## config.mk

```make
export PLATFORM = sky130hd
export DESIGN_NAME = io_wait_gen
export DESIGN_NICKNAME = d
export VERILOG_FILES = /design/src/rtl/io_wait_pkg.sv /design/src/rtl/io_wait_sync.sv /design/src/rtl/io_wait_decode.sv /design/src/rtl/io_wait_ctrl.sv /design/src/rtl/io_wait_gen.sv
export SDC_FILE = /design/constraint.sdc
export NUM_CORES = 1
export LEC_CHECK = 0
export ABC_AREA = 1
export ABC_CLOCK_PERIOD_IN_PS = 1350
export BUFFER_PORTS_ARGS = -buffer_cell sky130_fd_sc_hd__buf_2
export CAP_MARGIN = 20
export CORE_MARGIN = 2
export CORE_UTILIZATION = 35
export CTS_CLUSTER_DIAMETER = 80
export DETAILED_ROUTE_END_ITERATION = 10
export PLACE_DENSITY_LB_ADDON = 0.08
export SYNTH_ARGS = -nofsm -noshare
export SYNTH_HDL_FRONTEND = slang
export SYNTH_SLANG_ARGS = --single-unit
```

## constraint.sdc

```tcl
create_clock -name clk -period 1.35 [get_ports clk]
set_clock_uncertainty 0.15 [all_clocks]
set_input_delay 0.27 -clock clk [delete_from_list [all_inputs] [get_ports clk]]
set_output_delay 0.27 -clock clk [all_outputs]
set_load 0.01 [all_outputs]
```

## src/rtl/io_wait_pkg.sv

```systemverilog
package io_wait_pkg;

  typedef enum logic [1:0] {
    WS_IDLE = 2'd0,
    WS_WAIT = 2'd1,
    WS_HOLD = 2'd2
  } ws_state_t;

  // Limit a requested count to the supported maximum
  function automatic int unsigned ws_clamp(input int unsigned req, input int unsigned lim);
    return (req > lim) ? lim : req;
  endfunction

endpackage

```

## src/rtl/io_wait_sync.sv

```systemverilog
module io_wait_sync #(
  parameter int STAGES = 2
) (
  input  logic clk,
  input  logic rst_n,
  input  logic async_in,
  output logic sync_out
);
  logic [STAGES-1:0] chain;

  generate
    for (genvar g = 0; g < STAGES; g++) begin : g_stage
      if (g == 0) begin : g_first
        always_ff @(posedge clk or negedge rst_n)
          if (!rst_n) chain[0] <= 1'b0;
          else        chain[0] <= async_in;
      end else begin : g_next
        always_ff @(posedge clk or negedge rst_n)
          if (!rst_n) chain[g] <= 1'b0;
          else        chain[g] <= chain[g-1];
      end
    end
  endgenerate

  assign sync_out = chain[STAGES-1];
endmodule

```

## src/rtl/io_wait_decode.sv

```systemverilog
module io_wait_decode #(
  parameter int CNT_W    = 3,
  parameter int MAX_WAIT = 4,
  localparam int LOAD_W  = $clog2(MAX_WAIT + 1)
) (
  input  logic             io_rd_n,
  input  logic             io_wr_n,
  input  logic             mem_rd_n,
  input  logic [CNT_W-1:0] io_waits,
  output logic             any_act,
  output logic [LOAD_W-1:0] load_val
);
  import io_wait_pkg::*;

  logic io_act;
  int unsigned clamped;

  always_comb begin
    io_act   = !io_rd_n || !io_wr_n;
    any_act  = io_act || !mem_rd_n;
    clamped  = ws_clamp(int'(io_waits), MAX_WAIT);
    load_val = io_act ? LOAD_W'(clamped) : '0;
  end
endmodule

```

## src/rtl/io_wait_ctrl.sv

```systemverilog
module io_wait_ctrl #(
  parameter int LOAD_W = 3
) (
  input  logic              clk,
  input  logic              rst_n,
  input  logic              any_act,
  input  logic [LOAD_W-1:0] load_val,
  input  logic              cr_ok,
  input  logic              zws_req,
  output logic              rdy_cpu,
  output logic              rdy_dma
);
  import io_wait_pkg::*;

  ws_state_t         st, st_nx;
  logic [LOAD_W-1:0] cnt, cnt_nx;
  logic              rdy_nx;

  always_comb begin
    st_nx  = st;
    cnt_nx = cnt;
    rdy_nx = rdy_cpu;
    unique case (st)
      WS_IDLE: begin
        rdy_nx = 1'b1;
        if (any_act) begin
          if (zws_req) begin
            st_nx = WS_HOLD;
          end else begin
            st_nx  = WS_WAIT;
            rdy_nx = 1'b0;
            cnt_nx = load_val;
          end
        end
      end
      WS_WAIT: begin
        if (!any_act) begin
          st_nx  = WS_IDLE;
          rdy_nx = 1'b1;
        end else if (zws_req) begin
          st_nx  = WS_HOLD;
          rdy_nx = 1'b1;
        end else if (cnt != '0) begin
          cnt_nx = cnt - 1'b1;
        end else if (cr_ok) begin
          st_nx  = WS_HOLD;
          rdy_nx = 1'b1;
        end
      end
      WS_HOLD: begin
        rdy_nx = 1'b1;
        if (!any_act) st_nx = WS_IDLE;
      end
      default: begin
        st_nx  = WS_IDLE;
        rdy_nx = 1'b1;
      end
    endcase
  end

  always_ff @(posedge clk or negedge rst_n) begin
    if (!rst_n) begin
      st      <= WS_IDLE;
      cnt     <= '0;
      rdy_cpu <= 1'b1;
      rdy_dma <= 1'b1;
    end else begin
      st      <= st_nx;
      cnt     <= cnt_nx;
      rdy_cpu <= rdy_nx;
      rdy_dma <= rdy_nx;
    end
  end
endmodule

```

## src/rtl/io_wait_gen.sv

```systemverilog
module io_wait_gen #(
  parameter int CNT_W       = 3,
  parameter int MAX_WAIT    = 4,
  parameter int SYNC_STAGES = 2
) (
  input  logic             clk,
  input  logic             rst_n,
  input  logic             io_rd_n,
  input  logic             io_wr_n,
  input  logic             mem_rd_n,
  input  logic             chan_rdy,
  input  logic             zws_n,
  input  logic [CNT_W-1:0] io_waits,
  output logic             cpu_ready,
  output logic             dma_ready
);
  localparam int LOAD_W = $clog2(MAX_WAIT + 1);

  logic              any_act;
  logic [LOAD_W-1:0] load_val;
  logic              cr_sync;

  io_wait_sync #(.STAGES(SYNC_STAGES)) u_sync (
    .clk(clk), .rst_n(rst_n), .async_in(chan_rdy), .sync_out(cr_sync)
  );

  io_wait_decode #(.CNT_W(CNT_W), .MAX_WAIT(MAX_WAIT)) u_dec (
    .io_rd_n(io_rd_n), .io_wr_n(io_wr_n), .mem_rd_n(mem_rd_n),
    .io_waits(io_waits), .any_act(any_act), .load_val(load_val)
  );

  io_wait_ctrl #(.LOAD_W(LOAD_W)) u_ctrl (
    .clk(clk), .rst_n(rst_n), .any_act(any_act), .load_val(load_val),
    .cr_ok(cr_sync), .zws_req(!zws_n),
    .rdy_cpu(cpu_ready), .rdy_dma(dma_ready)
  );
endmodule

```

=== Yosys cells after proc, flatten, opt, wreduce, memory -nomap -nowiden ===
Cells that the tools add are included.

* Input bits: 10
* Bits in latches: 0
* ROM bits: 0
* Memory bits (writable): 0
* Register bits: 8
* Output and inout port bits: 2
* Memories kept: 0
* Logic and storage cells: 51

* Multiply operators: 0
* Bitwise gates (word level): 0
* Mux-type cells: 23
* Add/subtract/negate cells: 1
* $lt $le $gt $ge: 1
* Reduce and logical (&&, ||, !) cells: 11
* Divide/modulo/power cells: 0
* Shift-type cells: 0
* Equal/unequal tests: 10

{| class="wikitable"
|+ Operators with widths
! kind !! count
|-
| $mux W3 || 7
|-
| $mux W2 || 7
|-
| $ne A4 B4 Y1 const B || 2
|-
| $mux W1 || 6
|-
| $ne A2 B1 Y1 const B || 3
|-
| $ne A2 B2 Y1 const B || 3
|-
| $pmux W2 S3 || 1
|-
| $pmux W3 S2 || 1
|-
| $reduce_and A6 Y1 || 1
|-
| $reduce_and A4 Y1 || 1
|-
| $gt A3 B3 Y1 const B || 1
|-
| $logic_not A1 Y1 || 3
|-
| $reduce_bool A3 Y1 || 1
|-
| $sub A3 B1 Y3 const B || 1
|-
| $eq A2 B1 Y1 const B || 1
|-
| $eq A2 B2 Y1 const B || 1
|-
| $logic_not A2 Y1 || 1
|-
| $logic_or A1 B1 Y1 || 2
|-
| $pmux W1 S2 || 1
|-
| $reduce_and A2 Y1 || 1
|-
| $reduce_bool A2 Y1 || 1
|}

=== Logic depth before layout (Yosys ltp) ===
Gate-level depths: netlist of run 1.

* Depth in word-level cells: 6
* Depth in mapped cells: 9

=== Hierarchy ===
A second synthesis of run 1 with hierarchy kept.

* Cell total of the unflattened synthesis: 69
* Area total of the unflattened synthesis: 483.0 µm²

{| class="wikitable"
|+ Modules (own cells, without submodules)
! module !! area each (µm²) !! times used !! cells each !! sequential area each (µm²)
|-
| io_wait_ctrl || 394.1 || 1 || 57 || 151.4
|-
| io_wait_sync || 50.0 || 1 || 2 || 50.0
|-
| io_wait_decode || 35.0 || 1 || 9 || 0.0
|-
| io_wait_gen || 3.8 || 1 || 1 || 0.0
|}

=== Worst setup path before layout of run 1 ===
Ideal clock, no wire load.

* Path kind: register to register
* Start: register u_ctrl.cnt[0]
* End: register u_ctrl.cnt[2]
* Arrival: 0.925 ns
* Clock period less this slack: 1.192 ns
* Data required time: 1.084 ns
* Cell stages (with the launch flop): 9
* Buffers on the path: 0
* Library setup time: 0.116 ns
* Slack: 0.158 ns
* Cell sequence: dfrtp_1 > inv_1 > ha_1 > nand2_1 > nand2_1 > nand2_2 > nand2_2 > nand2_1 > nand2_1

* Word-level cells in the longest chain between the ends: 5

{| class="wikitable"
|+ Ends and longest elaborated chain
! what !! RTL line !! RTL
|-
| from (decl) || io_wait_ctrl.sv:16 || <nowiki>logic [LOAD_W-1:0] cnt, cnt_nx;</nowiki>
|-
| from (signal assigned) || io_wait_ctrl.sv:69 || <nowiki>cnt <= cnt_nx;</nowiki>
|-
| $sub A3 B1 Y3 || io_wait_ctrl.sv:44 || <nowiki>cnt_nx = cnt - 1'b1;</nowiki>
|-
| $mux W3 || io_wait_ctrl.sv:43 || <nowiki>end else if (cnt != '0) begin</nowiki>
|-
| $mux W3 || io_wait_ctrl.sv:40 || <nowiki>end else if (zws_req) begin</nowiki>
|-
| $mux W3 || io_wait_ctrl.sv:37 || <nowiki>if (!any_act) begin</nowiki>
|-
| $pmux W3 S2 || io_wait_ctrl.sv:23 || <nowiki>unique case (st)</nowiki>
|}

Several ways; a longest one is shown, not always the timed one. The select of a mux whose other input is x is not followed.
A chain may end at the register's enable or synchronous reset.

=== Worst setup path in the final report of run 1 ===
* Start: register u_ctrl.rdy_cpu
* End: output port cpu_ready

{| class="wikitable"
|+ RTL lines
! what !! RTL line !! RTL
|-
| from (decl) || io_wait_ctrl.sv:10 || <nowiki>output logic rdy_cpu,</nowiki>
|-
| from (signal assigned) || io_wait_ctrl.sv:70 || <nowiki>rdy_cpu <= rdy_nx;</nowiki>
|-
| to (decl) || io_wait_gen.sv:14 || <nowiki>output logic cpu_ready,</nowiki>
|}

No word-level cell between the ends.

==> results of run 1 <==
==> cell type report <==
class | instances | area (µm²)
timing repair buffer | 13 | 75.1
inverter | 13 | 48.8
fill | 145 | 707
multi-input combinational | 50 | 273
tap | 15 | 18.8
sequential | 8 | 201
clock buffer | 4 | 26.3
==> power by group through the flow <==
stage / logic (mW) / registers, mW / clock network [mW]
floorplan: 0.453 / 0.376 / 0
global placement: 0.566 / 0.378 / 0
detailed placement: 0.568 / 0.378 / 0
CTS: 0.573 / 0.374 / 0.201
global route: 0.684 / 0.391 / 0.209
finish: 0.572 / 0.379 / 0.190
==> registers in the layout, indices dropped and copies added, names as in the netlist <==
signal	cells
u_ctrl.cnt	3
u_ctrl.rdy_cpu	1
u_ctrl.st	2
u_sync.chain	1
u_sync.sync_out	1
==> cell families after synthesis <==
kind of cell	synth area share, %
simple gates	44.8
buf+inv	10.7
compound gates	1.43
flops	38.3
fa+ha+maj	4.76
==> tightest hold or removal path: stages <==
cell and delay [ns]:
buf_2 0.10, nand3_1 0.09, nand2_1 0.07
==> layer usage <==
layer	GRT usage [%]	up-vias	wire length (µm)
met3	3.83	2	27
met1	14.2	210	423
met5	0	-	0
met4	5.63	0	5
li1	-	248	-
met2	20.9	6	444
==> placed cells by master, fill, tap and decap left out, drive strengths merged <==
master / synthesis / routed
buf: 1 / 11
nand2: 29 / 29
clkbuf: 0 / 4
dlygate4sd3: 0 / 2
inv: 13 / 13
nand3: 11 / 11
ha: 2 / 2
nor2: 7 / 7
o21a: 1 / 1
dfrtp: 7 / 7
dfstp: 1 / 1
==> metrics by stage <==
| step | area [µm²] | cells | util [%] |
|---|---|---|---|
| floorplan | 526 | 72 | - |
| global placement | 592 | 97 | 43.8 |
| detailed placement | 592 | 97 | 43.8 |
| CTS | 638 | 103 | 47.3 |
| global route | 643 | 103 | 47.6 |
| finish | 643 | 103 | 47.6 |
==> worst paths after layout <==
| check | start | endpoint | cells past startpoint | slack, ns |
|---|---|---|---|---|
| max in group asynchronous | rst_n | u_ctrl.rdy_cpu$_DFFE_PN1P_ | 2 | 0.56 |
| setup / recovery | u_ctrl.rdy_cpu$_DFFE_PN1P_ | cpu_ready | 1 | 0.03 |
| setup reg to reg | u_ctrl.cnt[0]$_DFFE_PN0P_ | u_ctrl.cnt[0]$_DFFE_PN0P_ | 8 | 0.09 |
| hold / removal | zws_n | u_ctrl.st[0]$_DFFE_PN0P_ | 3 | 0.18 |
| hold reg to reg | u_sync.chain[0]$_DFF_PN0_ | u_sync.sync_out$_DFF_PN0_ | 0 | 0.19 |
| min in group asynchronous | rst_n | u_sync.sync_out$_DFF_PN0_ | 2 | 0.24 |
==> timing repair <==
item | CTS | global route
hold buffers | 2 | 0
hold endpoints to repair | 9 | 0
resized for setup | 0 | 4
endpoints found under the setup margin | 0 | 5
==> impl_metrics.py, run 1 <==
metrics = {
    "status": {
        "outcome": "finished clean",
    },
    "global_routing": {
        "grt_pass1_vias": 446,
        "grt_max_degree": 9,
        "antenna_found_initial": 0,
        "grt_pass1_wl_mm": 1.71,
        "globalRouteOverflowTotal": 0,
        "track_usage_pct": 12.4,
    },
    "synthesis": {
        "synth_top_area_share_pct": 33.3,
        "synth_edf_count": 0,
        "syn_area_um2": 526,
        "synth_seq_area_share_pct": 38.3,
        "yosysMostFrequentCell": "nand2_1",
        "postSynth.asyncResetShare_pct": 100,
        "syn_inst": 72,
        "yosys-top-cells-area": "dfrtp_1 (33%), nand2_1 (18%), nand3_1 (8.6%), inv_1 (7.9%), dfstp_2 (5.0%)",
        "ys_seq_elements": 8,
        "ys_top_cells_by_count": "nand2_1 (25), inv_1 (11), nand3_1 (9), dfrtp_1 (7)",
        "syn_nets": 84,
        "synth.avg_cell_area_um2": 7.30,
        "synth.distinct_cells": 15,
        "synth_top_area_cell": "dfrtp_1",
        "yosysWarningCount": 0,
        "dominantRegCellSynth": "dfrtp_1",
    },
    "critical_path": {
        "cp_max_fo": 3,
        "crit_buf_inv": 1,
        "cp_cell_sequence": "buf_2",
        "max_stage_delay_ns": 0.53,
        "worst-setup-path-type": "reg2out",
        "cp_data_required_time_ns": 0.93,
        "cp.arrival_ns": 0.90,
        "end_kind": "output port",
        "critPathTopFamily": "flip-flops",
        "start_kind": "flip-flop",
        "slowest_stage": "dfstp_2",
    },
    "power_and_ir_drop": {
        "p_seq_share_pct": 33.2,
        "switching_power_uw": 484,
        "clkPwrFrac_pct": 16.6,
        "comb_power_share_pct": 50.1,
        "p_per_area_mw_per_mm2": 1770,
        "p_int_uw": 657,
        "total_power_mw": 1.14,
        "irDropWorstVdd_mv": 0.880,
        "switching_share_pct": 42.4,
        "leakagePower_nw": 0.361,
    },
    "timing": {
        "period_needed_ns": 1.32,
        "finalWorstSetupSlack_ns": 0.0284,
        "fmax_mhz": 757,
        "hold_ws_ns": 0.176,
        "hold_viol_final": 0,
        "final-setup-viol-count": 0,
        "tns_ns": 0,
        "relSlewSlack_pct": 87.8,
        "finalMaxSlewViolations": 0,
        "worst_slew_pin_slew_ns": 0.184,
        "fin_crit_sh_pct": 97.9,
        "rsz0062_at_grt": "yes",
    },
    "die": {
        "ios": 12,
        "die_w_um": 42.8,
        "fp.dieArea_mm2": 0.00183,
        "die_h_um": 42.8,
        "start_util_pct": 38.9,
        "core_mm2": 0.00135,
        "rows": 13,
    },
    "placement": {
        "gp_congestion": 0.837,
        "portBuffers": 11,
        "place_hpwl_um": 769,
        "post-place-ws_ns": 0.0676,
    },
    "route": {
        "antenna_left": 0,
        "routed-via-count": 466,
        "wirelength_um": 900,
        "viasPerCell": 4.52,
        "drt_iter0_drc": 9,
        "drc": 0,
        "wl_per_cell_um": 8.74,
        "dr.pass1.iters": 4,
    },
    "cts": {
        "post_cts_buffers": 0,
        "cts_tree": "yes",
        "cts-root-buf": "clkbuf_4",
        "cts_buffers": 3,
        "htree_levels": 1,
        "path_clk_slew_ns": 0.05,
        "clk_latency_ns": 0.25,
        "cts.sinks": 8,
        "clockBufferDepth": 2,
    },
    "layout": {
        "area_growth_pct": 22.4,
        "drive_above_1_share_pct": 34.1,
        "nNetsFinal": 101,
        "num_antenna_cells": 0,
    },
    "flow_run": {
        "max_cap_violations": 0,
    },
    "worst_hold_path": {
        "hold_path.class": "in2reg",
    },
}
(Power assumes the default switching activity.)
==> inputs of run 2 (changes only) <==
--- a/config.mk
+++ b/config.mk
@@ -11,2 +11,4 @@
 export CAP_MARGIN = 20
+export CELL_PAD_IN_SITES_DETAIL_PLACEMENT = 1
+export CELL_PAD_IN_SITES_GLOBAL_PLACEMENT = 1
 export CORE_MARGIN = 2
==> constraint.sdc (replaced) <==
create_clock -name clk -period 1.35 [get_ports clk]
set_clock_uncertainty 0.15 [all_clocks]
set_input_delay 0.135 -clock clk [delete_from_list [all_inputs] [get_ports clk]]
set_output_delay 0.135 -clock clk [all_outputs]
set_load 0.01 [all_outputs]
==> impl_metrics.py, run 2 (same netlist as run 1, synthesis figures left out) <==
metrics = {
    "placement": {
        "gp_congestion": 0.684,
        "post-place-ws_ns": 0.0434,
        "placed_cell_area_um2": 592,
        "place_hpwl_um": 960,
        "portBuffers": 11,
        "dp_cells": 97,
    },
    "route": {
        "drc": 0,
        "routed-via-count": 468,
        "antenna_left": 0,
        "drt_iter0_drc": 9,
        "wl_per_cell_um": 10.6,
        "viasPerCell": 4.54,
        "wirelength_mm": 1.10,
        "dr.pass1.iters": 4,
    },
    "layout": {
        "drive_above_1_share_pct": 34.1,
        "fillers": 178,
        "nNetsFinal": 101,
        "reg_top3": "u_ctrl.cnt (3), u_ctrl.st (2)",
        "stdcell_count": 103,
        "num_antenna_cells": 0,
        "largest_register_ffs": 3,
        "regMostFlops": "u_ctrl.cnt",
        "final_core_util_pct": 47.6,
        "multiInputGateArea_um2": 273,
        "final_common_cell": "nand2_1",
        "final_cell_area_um2": 643,
        "area_growth_pct": 22.4,
        "regArea_um2": 201,
        "most-common-layout-cells": "nand2_1 (25), buf_2 (11), inv_1 (9), nand3_1 (9), dfrtp_1 (7)",
    },
    "timing": {
        "fmax_mhz": 785,
        "worst_slew_pin_slew_ns": 0.198,
        "hold_viol_final": 0,
        "fin_crit_sh_pct": 94.4,
        "final-setup-viol-count": 0,
        "finalWorstSetupSlack_ns": 0.0753,
        "relSlewSlack_pct": 86.8,
        "tns_ns": 0,
        "finalMaxSlewViolations": 0,
        "period_needed_ns": 1.27,
        "rsz0062_at_grt": "yes",
    },
    "global_routing": {
        "globalRouteOverflowTotal": 0,
        "track_usage_pct": 14.9,
        "grt_pass1_wl_mm": 2.04,
        "antenna_found_initial": 0,
        "grt_pass1_vias": 501,
        "grt_max_degree": 9,
    },
    "status": {
        "outcome": "finished clean",
    },
    "power_and_ir_drop": {
        "leakagePower_nw": 0.361,
        "irDropWorstVdd_mv": 0.743,
        "p_per_area_mw_per_mm2": 1800,
    },
    "cts": {
        "cts_buffers": 3,
        "htree_levels": 1,
        "clockBufferDepth": 2,
        "path_clk_slew_ns": 0.06,
        "cts-root-buf": "clkbuf_4",
        "clk_latency_ns": 0.25,
        "cts.sinks": 8,
        "post_cts_buffers": 0,
        "cts_tree": "yes",
    },
    "die": {
        "start_util_pct": 38.9,
        "die_w_um": 42.8,
        "rows": 13,
        "die_h_um": 42.8,
        "ios": 12,
        "core_mm2": 0.00135,
        "fp.dieArea_mm2": 0.00183,
    },
    "critical_path": {
        "worst_r2r_path_depth": 9,
        "cp.arrival_ns": 1.27,
        "rr_endpoint": "u_ctrl.cnt[2]$_DFFE_PN0P_",
        "startpoint": "u_ctrl.cnt[0]$_DFFE_PN0P_",
        "ff2ff_setup_slack_ns": 0.08,
        "critical_path.endpoint": "u_ctrl.cnt[2]$_DFFE_PN0P_",
        "cp_data_required_time_ns": 1.35,
        "cp_max_fo": 3,
        "r2r_start": "u_ctrl.cnt[0]$_DFFE_PN0P_",
        "worst-setup-path-type": "reg2reg",
        "end_kind": "flip-flop",
        "start_kind": "flip-flop",
    },
    "worst_hold_path": {
        "hold_depth": 3,
        "hold_path.class": "in2reg",
    },
    "flow_run": {
        "max_cap_violations": 0,
    },
}
==> run 2: what timing repair did <==
| item | 4_1_cts | 5_1_grt |
|---|---|---|
| resized for setup | 0 | 4 |
| hold buffers | 2 | 0 |
| endpoints found under the setup margin | 0 | 4 |
| hold endpoints to repair | 9 | 0 |
==> run 2: layout make-up <==
class	instances	area share, %
tap	15	2.92
clock buffer	4	4.09
inverter	13	7.59
multi-input combinational	50	42.4
timing repair buffer	13	11.7
sequential	8	31.3
==> run 2: per-stage QoR <==
| step | power (mW) | hold WS (ns) |
|---|---|---|
| floorplan | 0.829 | -0.311 |
| global placement | 0.943 | -0.165 |
| detailed placement | 0.964 | -0.158 |
| CTS | 1.17 | 0.0423 |
| global route | 1.28 | 0.0717 |
| finish | 1.16 | 0.0444 |
==> run 2: worst max-delay path, stage by stage (launching register included) <==
cell,delay (ns)
dfrtp_1,0.39
inv_2,0.08
ha_2,0.17
inv_1,0.04
nand2_1,0.05
nand2_1,0.05
nand2_1,0.06
nand2_1,0.06
nand3_1,0.07
nand2_1,0.05
==> run 2: where the power goes <==
part	switching, mW	total, mW	internal (mW)	leakage (nW)
combinational	0.366	0.581	0.215	0.248
sequential	0.0527	0.381	0.328	0.0978
clock	0.0843	0.198	0.113	0.0150
==> run 2: how the worst min path moves through the flow <==
| stage | start | end | slack (ns) |
|---|---|---|---|
| 2_1_floorplan | rst_n | u_ctrl.cnt[0]$_DFFE_PN0P_ | -0.31 |
| 3_3_place_gp | rst_n | u_ctrl.st[1]$_DFFE_PN0P_ | -0.17 |
| 3_5_place_dp | rst_n | u_ctrl.st[1]$_DFFE_PN0P_ | -0.16 |
| 4_1_cts | zws_n | u_ctrl.rdy_cpu$_DFFE_PN1P_ | 0.04 |
| 5_1_grt | zws_n | u_ctrl.st[0]$_DFFE_PN0P_ | 0.07 |
| 6_report | zws_n | u_ctrl.rdy_cpu$_DFFE_PN1P_ | 0.04 |
==> run 2: metal layers <==
layer / GRT usage [%] / share of wire, % / vias up
met4: 3.75 / 0.37 / 0
met3: 3.83 / 3.6 / 2
met5: 0 / 0 / -
li1: - / - / 247
met1: 16.2 / 44 / 212
met2: 27.9 / 52 / 7
